$ cat src/rtl/fsq_pkg.sv
package fsq_pkg;

  typedef enum logic [2:0] {
    PH_RST = 3'd0,
    PH_DRA = 3'd1,
    PH_PED = 3'd2,
    PH_DRB = 3'd3,
    PH_SIG = 3'd4
  } phase_e;

  typedef enum logic [2:0] {
    S_INIT   = 3'd0,
    S_IDLE   = 3'd1,
    S_LAUNCH = 3'd2,
    S_WAIT   = 3'd3,
    S_DELAY  = 3'd4
  } state_e;

  localparam int unsigned A_CTRL = 0;
  localparam int unsigned NFLD   = 6;   // settings at addresses 1..6
  localparam int unsigned F_NRST = 0;
  localparam int unsigned F_DRA  = 1;
  localparam int unsigned F_NRD  = 2;
  localparam int unsigned F_DRB  = 3;
  localparam int unsigned F_DLY  = 4;
  localparam int unsigned F_LOOP = 5;

  function automatic int unsigned fld_reset(int unsigned i);
    return (i == F_NRST || i == F_NRD) ? 1 : 0;
  endfunction

  function automatic logic [1:0] tag_of(phase_e p);
    case (p)
      PH_RST:         return 2'b00;
      PH_DRA, PH_DRB: return 2'b01;
      PH_PED:         return 2'b10;
      default:        return 2'b11;
    endcase
  endfunction

endpackage

$ cat src/rtl/fsq_regs.sv
module fsq_regs
  import fsq_pkg::*;
#(
  parameter int DATA_W = 16,
  parameter int ADDR_W = 3,
  parameter int CNT_W  = 8,
  parameter int DLY_W  = 16
) (
  input  logic              clk,
  input  logic              rst,
  input  logic              wr_en,
  input  logic [ADDR_W-1:0] wr_addr,
  input  logic [DATA_W-1:0] wr_data,
  output logic              go_p,
  output logic              abort_p,
  output logic [CNT_W-1:0]  st_nrst,
  output logic [CNT_W-1:0]  st_dra,
  output logic [CNT_W-1:0]  st_nrd,
  output logic [CNT_W-1:0]  st_drb,
  output logic [DLY_W-1:0]  st_dly,
  output logic [CNT_W-1:0]  st_loop
);

  logic ctrl_hit;
  assign ctrl_hit = wr_en && (wr_addr == ADDR_W'(A_CTRL));
  assign go_p     = ctrl_hit && wr_data[0];
  assign abort_p  = ctrl_hit && wr_data[1];

  // One staging register per setting; the delay field is wider.
  for (genvar g = 0; g < int'(NFLD); g++) begin : g_fld
    localparam int FW = (g == int'(F_DLY)) ? DLY_W : CNT_W;
    logic [FW-1:0] q;
    always_ff @(posedge clk) begin
      if (rst)
        q <= FW'(fld_reset(g));
      else if (wr_en && wr_addr == ADDR_W'(g + 1))
        q <= wr_data[FW-1:0];
    end
  end

  assign st_nrst = g_fld[0].q;
  assign st_dra  = g_fld[1].q;
  assign st_nrd  = g_fld[2].q;
  assign st_drb  = g_fld[3].q;
  assign st_dly  = g_fld[4].q;
  assign st_loop = g_fld[5].q;

endmodule

$ cat src/rtl/fsq_cfg.sv
module fsq_cfg #(
  parameter int CNT_W = 8,
  parameter int DLY_W = 16
) (
  input  logic             clk,
  input  logic             rst,
  input  logic             load,
  input  logic [CNT_W-1:0] st_nrst,
  input  logic [CNT_W-1:0] st_dra,
  input  logic [CNT_W-1:0] st_nrd,
  input  logic [CNT_W-1:0] st_drb,
  input  logic [DLY_W-1:0] st_dly,
  input  logic [CNT_W-1:0] st_loop,
  output logic [CNT_W-1:0] w_nrst,
  output logic [CNT_W-1:0] w_dra,
  output logic [CNT_W-1:0] w_nrd,
  output logic [CNT_W-1:0] w_drb,
  output logic [DLY_W-1:0] w_dly,
  output logic [CNT_W-1:0] w_loop
);

  // Working copy, frozen for the whole exposure; a zero read count becomes one.
  always_ff @(posedge clk) begin
    if (rst) begin
      w_nrst <= CNT_W'(1);
      w_dra  <= '0;
      w_nrd  <= CNT_W'(1);
      w_drb  <= '0;
      w_dly  <= '0;
      w_loop <= '0;
    end else if (load) begin
      w_nrst <= st_nrst;
      w_dra  <= st_dra;
      w_nrd  <= (st_nrd == '0) ? CNT_W'(1) : st_nrd;
      w_drb  <= st_drb;
      w_dly  <= st_dly;
      w_loop <= st_loop;
    end
  end

endmodule

$ cat src/rtl/fsq_core.sv
module fsq_core
  import fsq_pkg::*;
#(
  parameter int CNT_W = 8,
  parameter int DLY_W = 16
) (
  input  logic             clk,
  input  logic             rst,
  input  logic             go_p,
  input  logic             abort_p,
  input  logic             init_ack,
  input  logic             frame_done,
  input  logic [CNT_W-1:0] w_nrst,
  input  logic [CNT_W-1:0] w_dra,
  input  logic [CNT_W-1:0] w_nrd,
  input  logic [CNT_W-1:0] w_drb,
  input  logic [DLY_W-1:0] w_dly,
  input  logic [CNT_W-1:0] w_loop,
  output logic             cfg_load,
  output logic             init_req,
  output logic             exposing,
  output logic             frame_start,
  output logic [1:0]       frame_type,
  output logic             frame_first,
  output logic             frame_last
);

  function automatic logic [CNT_W-1:0] cnt_sel(
    phase_e p, logic [CNT_W-1:0] nr, logic [CNT_W-1:0] da,
    logic [CNT_W-1:0] nd, logic [CNT_W-1:0] db);
    case (p)
      PH_RST:  return nr;
      PH_DRA:  return da;
      PH_DRB:  return db;
      default: return nd;
    endcase
  endfunction

  state_e           state, st_n;
  phase_e           phase, ph_n, hold_ph, hold_n, first_ph, nxt_ph, iss_ph;
  logic [CNT_W-1:0] idx, idx_n, iss_idx, cur_cnt, reps, reps_n;
  logic [DLY_W-1:0] dcnt, dcnt_n;
  logic             abort_q, abort_n, abort_now, iss, iss_last;

  assign exposing = (state == S_LAUNCH) || (state == S_WAIT) || (state == S_DELAY);
  assign init_req = (state == S_INIT);
  assign cfg_load = (state == S_IDLE) && go_p;

  assign cur_cnt  = cnt_sel(phase, w_nrst, w_dra, w_nrd, w_drb);
  assign first_ph = (w_nrst != '0) ? PH_RST : ((w_dra != '0) ? PH_DRA : PH_PED);

  always_comb begin
    case (phase)
      PH_RST:  nxt_ph = (w_dra != '0) ? PH_DRA : PH_PED;
      PH_DRA:  nxt_ph = PH_PED;
      PH_PED:  nxt_ph = (w_drb != '0) ? PH_DRB : PH_SIG;
      default: nxt_ph = PH_SIG;
    endcase
  end

  always_comb begin
    st_n      = state;
    ph_n      = phase;
    idx_n     = idx;
    dcnt_n    = dcnt;
    hold_n    = hold_ph;
    reps_n    = reps;
    abort_now = abort_q || abort_p;
    abort_n   = abort_q || (abort_p && exposing);
    iss       = 1'b0;
    iss_ph    = phase;
    iss_idx   = '0;
    case (state)
      S_INIT: if (init_ack) st_n = S_IDLE;
      S_IDLE: if (go_p) begin
        st_n   = S_LAUNCH;
        reps_n = '0;
      end
      S_LAUNCH: begin
        if (abort_now) st_n = S_IDLE;
        else begin
          iss    = 1'b1;
          iss_ph = first_ph;
        end
      end
      S_WAIT: if (frame_done) begin
        if (abort_now) begin
          st_n = S_IDLE;
        end else if (idx != cur_cnt - CNT_W'(1)) begin
          iss     = 1'b1;
          iss_ph  = phase;
          iss_idx = idx + CNT_W'(1);
        end else if (phase == PH_SIG) begin
          if (reps != w_loop) begin
            reps_n = reps + CNT_W'(1);
            st_n   = S_LAUNCH;
          end else begin
            st_n = S_IDLE;
          end
        end else if (phase == PH_RST && w_dly != '0) begin
          st_n   = S_DELAY;
          dcnt_n = w_dly;
          hold_n = nxt_ph;
        end else begin
          iss    = 1'b1;
          iss_ph = nxt_ph;
        end
      end
      S_DELAY: begin
        if (abort_now) st_n = S_IDLE;
        else if (dcnt == DLY_W'(1)) begin
          iss    = 1'b1;
          iss_ph = hold_ph;
        end else begin
          dcnt_n = dcnt - DLY_W'(1);
        end
      end
      default: st_n = S_IDLE;
    endcase
    if (iss) begin
      st_n  = S_WAIT;
      ph_n  = iss_ph;
      idx_n = iss_idx;
    end
    if (st_n == S_IDLE || st_n == S_INIT) abort_n = 1'b0;
  end

  assign iss_last = (iss_idx == cnt_sel(iss_ph, w_nrst, w_dra, w_nrd, w_drb) - CNT_W'(1));

  always_ff @(posedge clk) begin
    if (rst) begin
      state       <= S_INIT;
      phase       <= PH_RST;
      hold_ph     <= PH_RST;
      idx         <= '0;
      dcnt        <= '0;
      reps        <= '0;
      abort_q     <= 1'b0;
      frame_start <= 1'b0;
      frame_type  <= 2'b00;
      frame_first <= 1'b0;
      frame_last  <= 1'b0;
    end else begin
      state       <= st_n;
      phase       <= ph_n;
      hold_ph     <= hold_n;
      idx         <= idx_n;
      dcnt        <= dcnt_n;
      reps        <= reps_n;
      abort_q     <= abort_n;
      frame_start <= iss;
      if (iss) begin
        frame_type  <= tag_of(iss_ph);
        frame_first <= (iss_idx == '0);
        frame_last  <= iss_last;
      end
    end
  end

endmodule

$ cat src/rtl/fowler_seq.sv
module fowler_seq #(
  parameter int DATA_W = 16,
  parameter int ADDR_W = 3,
  parameter int CNT_W  = 8,
  parameter int DLY_W  = 16
) (
  input  logic              clk,
  input  logic              rst,
  input  logic              wr_en,
  input  logic [ADDR_W-1:0] wr_addr,
  input  logic [DATA_W-1:0] wr_data,
  input  logic              init_ack,
  input  logic              frame_done,
  output logic              init_req,
  output logic              exposing,
  output logic              frame_start,
  output logic [1:0]        frame_type,
  output logic              frame_first,
  output logic              frame_last
);

  logic             go_p, abort_p, cfg_load;
  logic [CNT_W-1:0] st_nrst, st_dra, st_nrd, st_drb, st_loop;
  logic [CNT_W-1:0] w_nrst, w_dra, w_nrd, w_drb, w_loop;
  logic [DLY_W-1:0] st_dly, w_dly;

  fsq_regs #(.DATA_W(DATA_W), .ADDR_W(ADDR_W), .CNT_W(CNT_W), .DLY_W(DLY_W)) u_regs (
    .clk(clk), .rst(rst), .wr_en(wr_en), .wr_addr(wr_addr), .wr_data(wr_data),
    .go_p(go_p), .abort_p(abort_p),
    .st_nrst(st_nrst), .st_dra(st_dra), .st_nrd(st_nrd), .st_drb(st_drb),
    .st_dly(st_dly), .st_loop(st_loop)
  );

  fsq_cfg #(.CNT_W(CNT_W), .DLY_W(DLY_W)) u_cfg (
    .clk(clk), .rst(rst), .load(cfg_load),
    .st_nrst(st_nrst), .st_dra(st_dra), .st_nrd(st_nrd), .st_drb(st_drb),
    .st_dly(st_dly), .st_loop(st_loop),
    .w_nrst(w_nrst), .w_dra(w_dra), .w_nrd(w_nrd), .w_drb(w_drb),
    .w_dly(w_dly), .w_loop(w_loop)
  );

  fsq_core #(.CNT_W(CNT_W), .DLY_W(DLY_W)) u_core (
    .clk(clk), .rst(rst), .go_p(go_p), .abort_p(abort_p),
    .init_ack(init_ack), .frame_done(frame_done),
    .w_nrst(w_nrst), .w_dra(w_dra), .w_nrd(w_nrd), .w_drb(w_drb),
    .w_dly(w_dly), .w_loop(w_loop),
    .cfg_load(cfg_load), .init_req(init_req), .exposing(exposing),
    .frame_start(frame_start), .frame_type(frame_type),
    .frame_first(frame_first), .frame_last(frame_last)
  );

endmodule

$ cat config.mk
export PLATFORM = sky130hd
export DESIGN_NAME = fowler_seq
export DESIGN_NICKNAME = d
export VERILOG_FILES = /design/src/rtl/fsq_pkg.sv /design/src/rtl/fsq_regs.sv /design/src/rtl/fsq_cfg.sv /design/src/rtl/fsq_core.sv /design/src/rtl/fowler_seq.sv
export SDC_FILE = /design/constraint.sdc
export NUM_CORES = 1
export LEC_CHECK = 0
export BUFFER_PORTS_ARGS = -buffer_cell sky130_fd_sc_hd__buf_2
export CORE_ASPECT_RATIO = 1.4
export CORE_UTILIZATION = 35
export CTS_BUF_LIST = sky130_fd_sc_hd__clkbuf_16
export DETAILED_ROUTE_END_ITERATION = 16
export PLACE_DENSITY_LB_ADDON = 0.1
export SLEW_MARGIN = 20
export SYNTH_ARGS = -nofsm -noshare
export SYNTH_HDL_FRONTEND = slang
export SYNTH_SLANG_ARGS = --single-unit
$ cat constraint.sdc
create_clock -name clk -period 12.71 [get_ports clk]
set_clock_uncertainty 0.15 [all_clocks]
set_input_delay 1.271 -clock clk [delete_from_list [all_inputs] [get_ports clk]]
set_output_delay 1.271 -clock clk [all_outputs]
set_load 0.01 [all_outputs]
After elaboration in Yosys (flattened, before gate mapping)
Index checks and enable logic that the tools add are counted.

operators by class
  reductions and logical operators = 36
  equal/unequal tests = 32
  add/sub/neg operators = 5
  mux-type cells = 56
  bitwise operators = 3

operators by type and width
  operator                                             number
  two-way mux 16 bit                                   7
  two-way mux 8 bit                                    11
  two-way mux 3 bit                                    18
  one-hot mux 8 bit (3 select lines)                   2
  one-hot mux 16 bit (2 select lines)                  1
  == test 3 x 2 -> 1 bit (second input constant)       8
  nonzero test 8 bit                                   3
  inequality test 2 bit (second input constant)        9
  one-hot mux 3 bit (3 select lines)                   2
  adder 8 x 1 -> 8 bit (second input constant)         2
  == test 16 x 1 -> 1 bit (second input constant)      1
  logical NOT 8 bit                                    2
  inequality test 8 bit                                2
  one-hot mux 8 bit (2 select lines)                   1
  nonzero test 16 bit                                  1
  subtractor 16 x 1 -> 16 bit (second input constant)  1
  subtractor 8 x 1 -> 8 bit (second input constant)    2
  == test 3 x 1 -> 1 bit (second input constant)       5
  == test 3 bit (second input constant)                5
  logical NOT 3 bit                                    5
  logical AND 1 bit                                    12
  one-hot mux 3 bit (4 select lines)                   1
  == test 8 bit                                        1
  two-way mux 1 bit                                    8
  11 further kinds                                     22

storage, ports and cells
  output and inout bits = 7
  bits in registers = 159
  word-level logic and storage cells = 155

Longest topological paths before layout
  word-level depth = 13
  gate-level depth with buffers = 25

Hierarchy
Synthesis repeated with hierarchy kept, for this count alone.

unflattened totals
  cell total of the unflattened synthesis = 990
  area, all modules = 8,642.0 um2

by module, submodules not included
  module    cells an instance  sequential area each (um2)  area each (um2)  times used
  fsq_core  589                940.9                       4,241.6          1
  fsq_regs  216                1,121.1                     2,363.5          1
  fsq_cfg   185                1,121.1                     2,037.0          1

Worst setup path after synthesis
Ideal clock, no wire load.

  path kind = input port to flip-flop
  from = input wr_addr[0]
  to = register u_core.frame_last
  library setup time = 0.084 ns
  arrival = 5.311 ns
  setup slack = 7.165 ns
  required time = 12.476 ns
  cell stages on the path = 18
  path through = and2b_1 -> a31o_2 -> nor2_2 -> mux2_2 -> o22ai_1 -> nor2_1 -> a311o_1 -> and2_4 -> buf_6 -> or4_4 -> o221a_4 -> inv_1 -> ha_1 -> xnor2_1 -> or4_4 -> a2111oi_2 -> o21ai_1 -> o31ai_2

on the way
  longest elaborated chain between the ends = 11

RTL lines
  element                                               line              text
  start: declaration                                    fowler_seq.sv:10  input logic [ADDR_W-1:0] wr_addr,
  logical NOT 3 bit (*)                                 fsq_regs.sv:25    assign ctrl_hit = wr_en && (wr_addr == ADDR_W'(A_CTRL));
  logical AND 1 bit (*)                                 fsq_regs.sv:25
  logical AND 1 bit (*)                                 fsq_regs.sv:27    assign abort_p = ctrl_hit && wr_data[1];
  logical OR 1 bit (*)                                  fsq_core.sv:68    abort_now = abort_q || abort_p;
  two-way mux 3 bit                                     fsq_core.sv:87    if (abort_now) begin
  two-way mux 3 bit                                     fsq_core.sv:86    S_WAIT: if (frame_done) begin
  one-hot mux 3 bit (3 select lines)                    fsq_core.sv:73    case (state)
  == test 3 x 2 -> 1 bit, or another cell as far along  fsq_core.sv:31    case (p)
  one-hot mux 8 bit (3 select lines)                    fsq_core.sv:31
  subtractor 8 x 1 -> 8 bit                             fsq_core.sv:128   assign iss_last = (iss_idx == cnt_sel(iss_ph, w_nrst, w_dra, w_nrd, w_drb) - CNT_W'(1));
  == test 8 bit                                         fsq_core.sv:128
  end signal: assignment                                fsq_core.sv:155   frame_last <= iss_last;
  end: declaration                                      fsq_core.sv:25    output logic frame_last

Mark *: on every way between the ends. The rest lies on a longest branch, timed or not.
A chain may end at the register's enable or synchronous reset.

Final worst setup path
  from = register u_core.phase[0]
  to = register u_core.frame_last

on the way
  longest elaborated chain between the ends = 12

RTL lines
  element                                                                line                             text
  start: declaration                                                     fsq_core.sv:40                   phase_e phase, ph_n, hold_ph, hold_n, first_ph, nxt_ph, iss_ph;
  start signal: assignment                                               fsq_core.sv:145                  phase <= ph_n;
  == test 3 x 2 -> 1 bit, or another cell as far along                   fsq_core.sv:31
  one-hot mux 8 bit (3 select lines), or another cell as far along       fsq_core.sv:31
  subtractor 8 x 1 -> 8 bit / two-way mux 3 bit (equally long branches)  fsq_core.sv:89, fsq_core.sv:100
  inequality test 8 bit / two-way mux 3 bit (equally long branches)      fsq_core.sv:89, fsq_core.sv:93
  two-way mux 3 bit                                                      fsq_core.sv:89                   end else if (idx != cur_cnt - CNT_W'(1)) begin
  two-way mux 3 bit                                                      fsq_core.sv:87
  two-way mux 3 bit                                                      fsq_core.sv:86
  one-hot mux 3 bit (3 select lines)                                     fsq_core.sv:73
  == test 3 x 2 -> 1 bit, or another cell as far along                   fsq_core.sv:31
  one-hot mux 8 bit (3 select lines)                                     fsq_core.sv:31
  subtractor 8 x 1 -> 8 bit                                              fsq_core.sv:128
  == test 8 bit                                                          fsq_core.sv:128

Several ways; a longest one is shown, not always the timed one.

==> out/metrics.cfg <==
[yosys]
avgSynthCellArea_sq_um=7.65
synth_top_area_share_pct=37.9
yosys.area.top_type=dfxtp_1
synthTopCellsByArea=dfxtp_1 (38%), nand2_1 (11%), a21oi_1 (8.8%), nor2_1 (3.8%), mux2i_1 (2.9%)
synth_edf_count=0
synth_flop_cell=dfxtp_1
synth_cells=1097
synth_nets=1127
synth_area_sq_um=8390
ys_ff_latch=159
async_flop_share_pct=0
yosysWarnings=0
synth_commonest_cells=nand2_1 (252), dfxtp_1 (159), a21oi_1 (148)
yosysMostFrequentCell=nand2_1
yosysSeqAreaShare_pct=37.9
yosysUniqueCellTypes=94

[setup_path]
crit_required_ps=12920
critPathLaunchType=flop
cp.arrival_ps=6100
cpMaxStageDelayCell=dfxtp_1
worstSetupPathType=flop to flop
crit_chain=nor2b_1 > nand2_1 > o221ai_1 > ha_1 > o31a_1 > o2111ai_1 > a21boi_0 > o22a_1 > and3_1 > o221ai_2 > a21oi_1 > o221a_4 > inv_1 > ha_1 > xnor2_1 > or4_4 > a2111oi_2 > o21ai_1 > o31ai_2
cp_common_cell=ha_1
critPathMaxStageDelay_ps=810
crit_path_end_kind=flop
worstPathMaxFanout=20

[clock_network]
postCtsSetupBuffers=0
cts_buffers=17
cts_resized=0
cts_root_buf=clkbuf_16
cts_htree_levels=4
clkSinkCount=159
cts_max_path_buffers=2
insertion_delay_ps=440
cts_tree=yes
postCtsHoldBufs=0
clkSlewWorstSetupHoldPaths_ps=70

[sta]
clock.fmax_mhz=170
period_needed_ps=5890
tns_ps=0
worstMarginPinSlew_ps=1030
finalCritPeriodShare_pct=46.4
rsz0062_at_grt=false
slew_headroom_pct=31.5
hold_violations=0
slew_violations=0
whs_ps=300
setup_viol=0

[power]
p_sw_share_pct=28.7
p_total_w=0.00121
power_density_nw_per_um2=131
p_seq_share_pct=42.1
power_frac_comb_pct=15.3
p_leak_nw=3.30
switchingPower_w=0.000348
p_clk_share_pct=42.5
ir_drop_v=0.0000985
internal-power_w=0.000864

[floorplan]
coreArea_sq_um=23400
num_rows=66
dieArea_sq_um=24600
die_w_microns=133
ios=31
initial_utilization_pct=35.9
die_y_microns=185

[grt]
grt_max_degree=96
grt_first_pass_wirelength_mm=40.9
grt_overflow_total=0
antenna_found_initial=0
grtUsageTotal_pct=21.7
grt_pass1_vias=7373

[routing]
drt-total-wl_mm=25.8
wl_per_cell_microns=18.4
drtAntennaViolNets=0
num_vias=7711
drt_iter0_drc=323
drc_errors=0
drt-pass1-iter-count=5
routed_via_density=5.48

[place]
hpwl_mm=18.1
port_buffers=30
gp_congestion=0.914
post_dp_cell_area_sq_um=8690

[cells_and_area]
multiInputGateArea_sq_um=4840
drive_above_1_share_pct=10.2
fillers=2471
seq_area_sq_um=3180
n_antenna_cell=0
nets=1117
area_delta_synth_final_pct=10.5
finish.instance_area_sq_um=9280

[worst_hold_path]
hp-class=flop to flop

[run_status]
outcome=finished, final reports clean

[flow_run]
drv_cap=0

## final timing paths
| kind | slack [ps] | endpoint | depth (start not counted) | start |
|---|---|---|---|---|
| max | 6820 | u_core.frame_last | 19 | u_core.phase[0] |
| min | 300 | u_cfg.w_loop[6] | 2 | u_regs.st_loop[6] |
| max reg2reg | 6820 | u_core.frame_last | 19 | u_core.phase[0] |
| min reg2reg | 300 | u_cfg.w_loop[6] | 2 | u_regs.st_loop[6] |
## critical path, delay by kind of cell, from the launching register on
family / cells / cell delay (ps)
AO/OA/AOI/OAI: 11 / 2730
AND/OR/NAND/NOR: 4 / 1320
buffers and inverters: 1 / 50
XOR/XNOR: 1 / 140
adder cells (fa/ha/maj): 2 / 610
flip-flops: 1 / 810
## area by class of cell
class                   count  share of cell area (%)
clock buffers              17                    4.59
clock inverters            15                    1.70
inverters                  17                   0.688
multi-input cells         853                    52.2
flip-flops and latches    159                    34.3
well taps                 306                    4.13
repair buffers             39                    2.37
## cell families after synthesis
| family | share of synthesized area [%] |
|---|---|
| xor gates and xnor gates | 2.91 |
| and+or+nand+nor | 27.9 |
| muxes | 3.89 |
| buffers and inverters | 4.47 |
| adders and majority gates | 0.894 |
| AOI/OAI and AO/OA | 22.0 |
| DFF | 37.9 |
## power by group through the flow
stage / Combinational [W] / Sequential (W) / Clock, W
after floorplan: 0.000150 / 0.000518 / 0
after global placement: 0.000184 / 0.000522 / 0
after detailed placement: 0.000184 / 0.000522 / 0
after CTS: 0.000185 / 0.000510 / 0.000529
after global routing: 0.000204 / 0.000511 / 0.000547
final: 0.000186 / 0.000511 / 0.000516
## routing by layer
layer	GRT usage, %	up-vias	wire (microns)
met1	23.4	3644	10600
met3	3.04	62	539
met2	41.0	127	13600
met5	0	-	0
li1	-	3878	-
met4	11.2	0	1050
## metrics by stage
step                cells  utilization, %  setup slack, ps
detailed placement   1374            37.2             6620
CTS                  1406            39.7             6830
floorplan            1097               -             7160
global placement     1374            37.2             6740
global route         1406            39.7             6350
finish               1406            39.7             6820
## cells in the final DEF (no fill, tap or decap), types with 5 or more instances in the layout
| master | n |
|---|---|
| a22o_1 | 5 |
| o221ai_1 | 5 |
| inv_1 | 16 |
| nand4_1 | 10 |
| nand3_1 | 24 |
| and3_1 | 10 |
| o22ai_1 | 5 |
| buf_2 | 29 |
| nor4_1 | 20 |
| a31oi_1 | 12 |
| and2_1 | 8 |
| nor2_1 | 85 |
| nand3b_1 | 6 |
| buf_4 | 10 |
| xor2_1 | 13 |
| nor3b_1 | 8 |
| nor3_1 | 17 |
| dfxtp_1 | 159 |
| nand2b_1 | 5 |
| or3_1 | 5 |
| a21oi_1 | 147 |
| o21ai_0 | 30 |
| nor2b_1 | 9 |
| xnor2_1 | 13 |
| mux2i_1 | 24 |
| clkbuf_16 | 17 |
| or2_2 | 5 |
| o31ai_1 | 5 |
| ha_1 | 6 |
| a22oi_1 | 6 |
| or4_1 | 12 |
| nand2_1 | 252 |
| a211oi_1 | 8 |
| mux2_2 | 5 |
(Power assumes the default switching activity.)
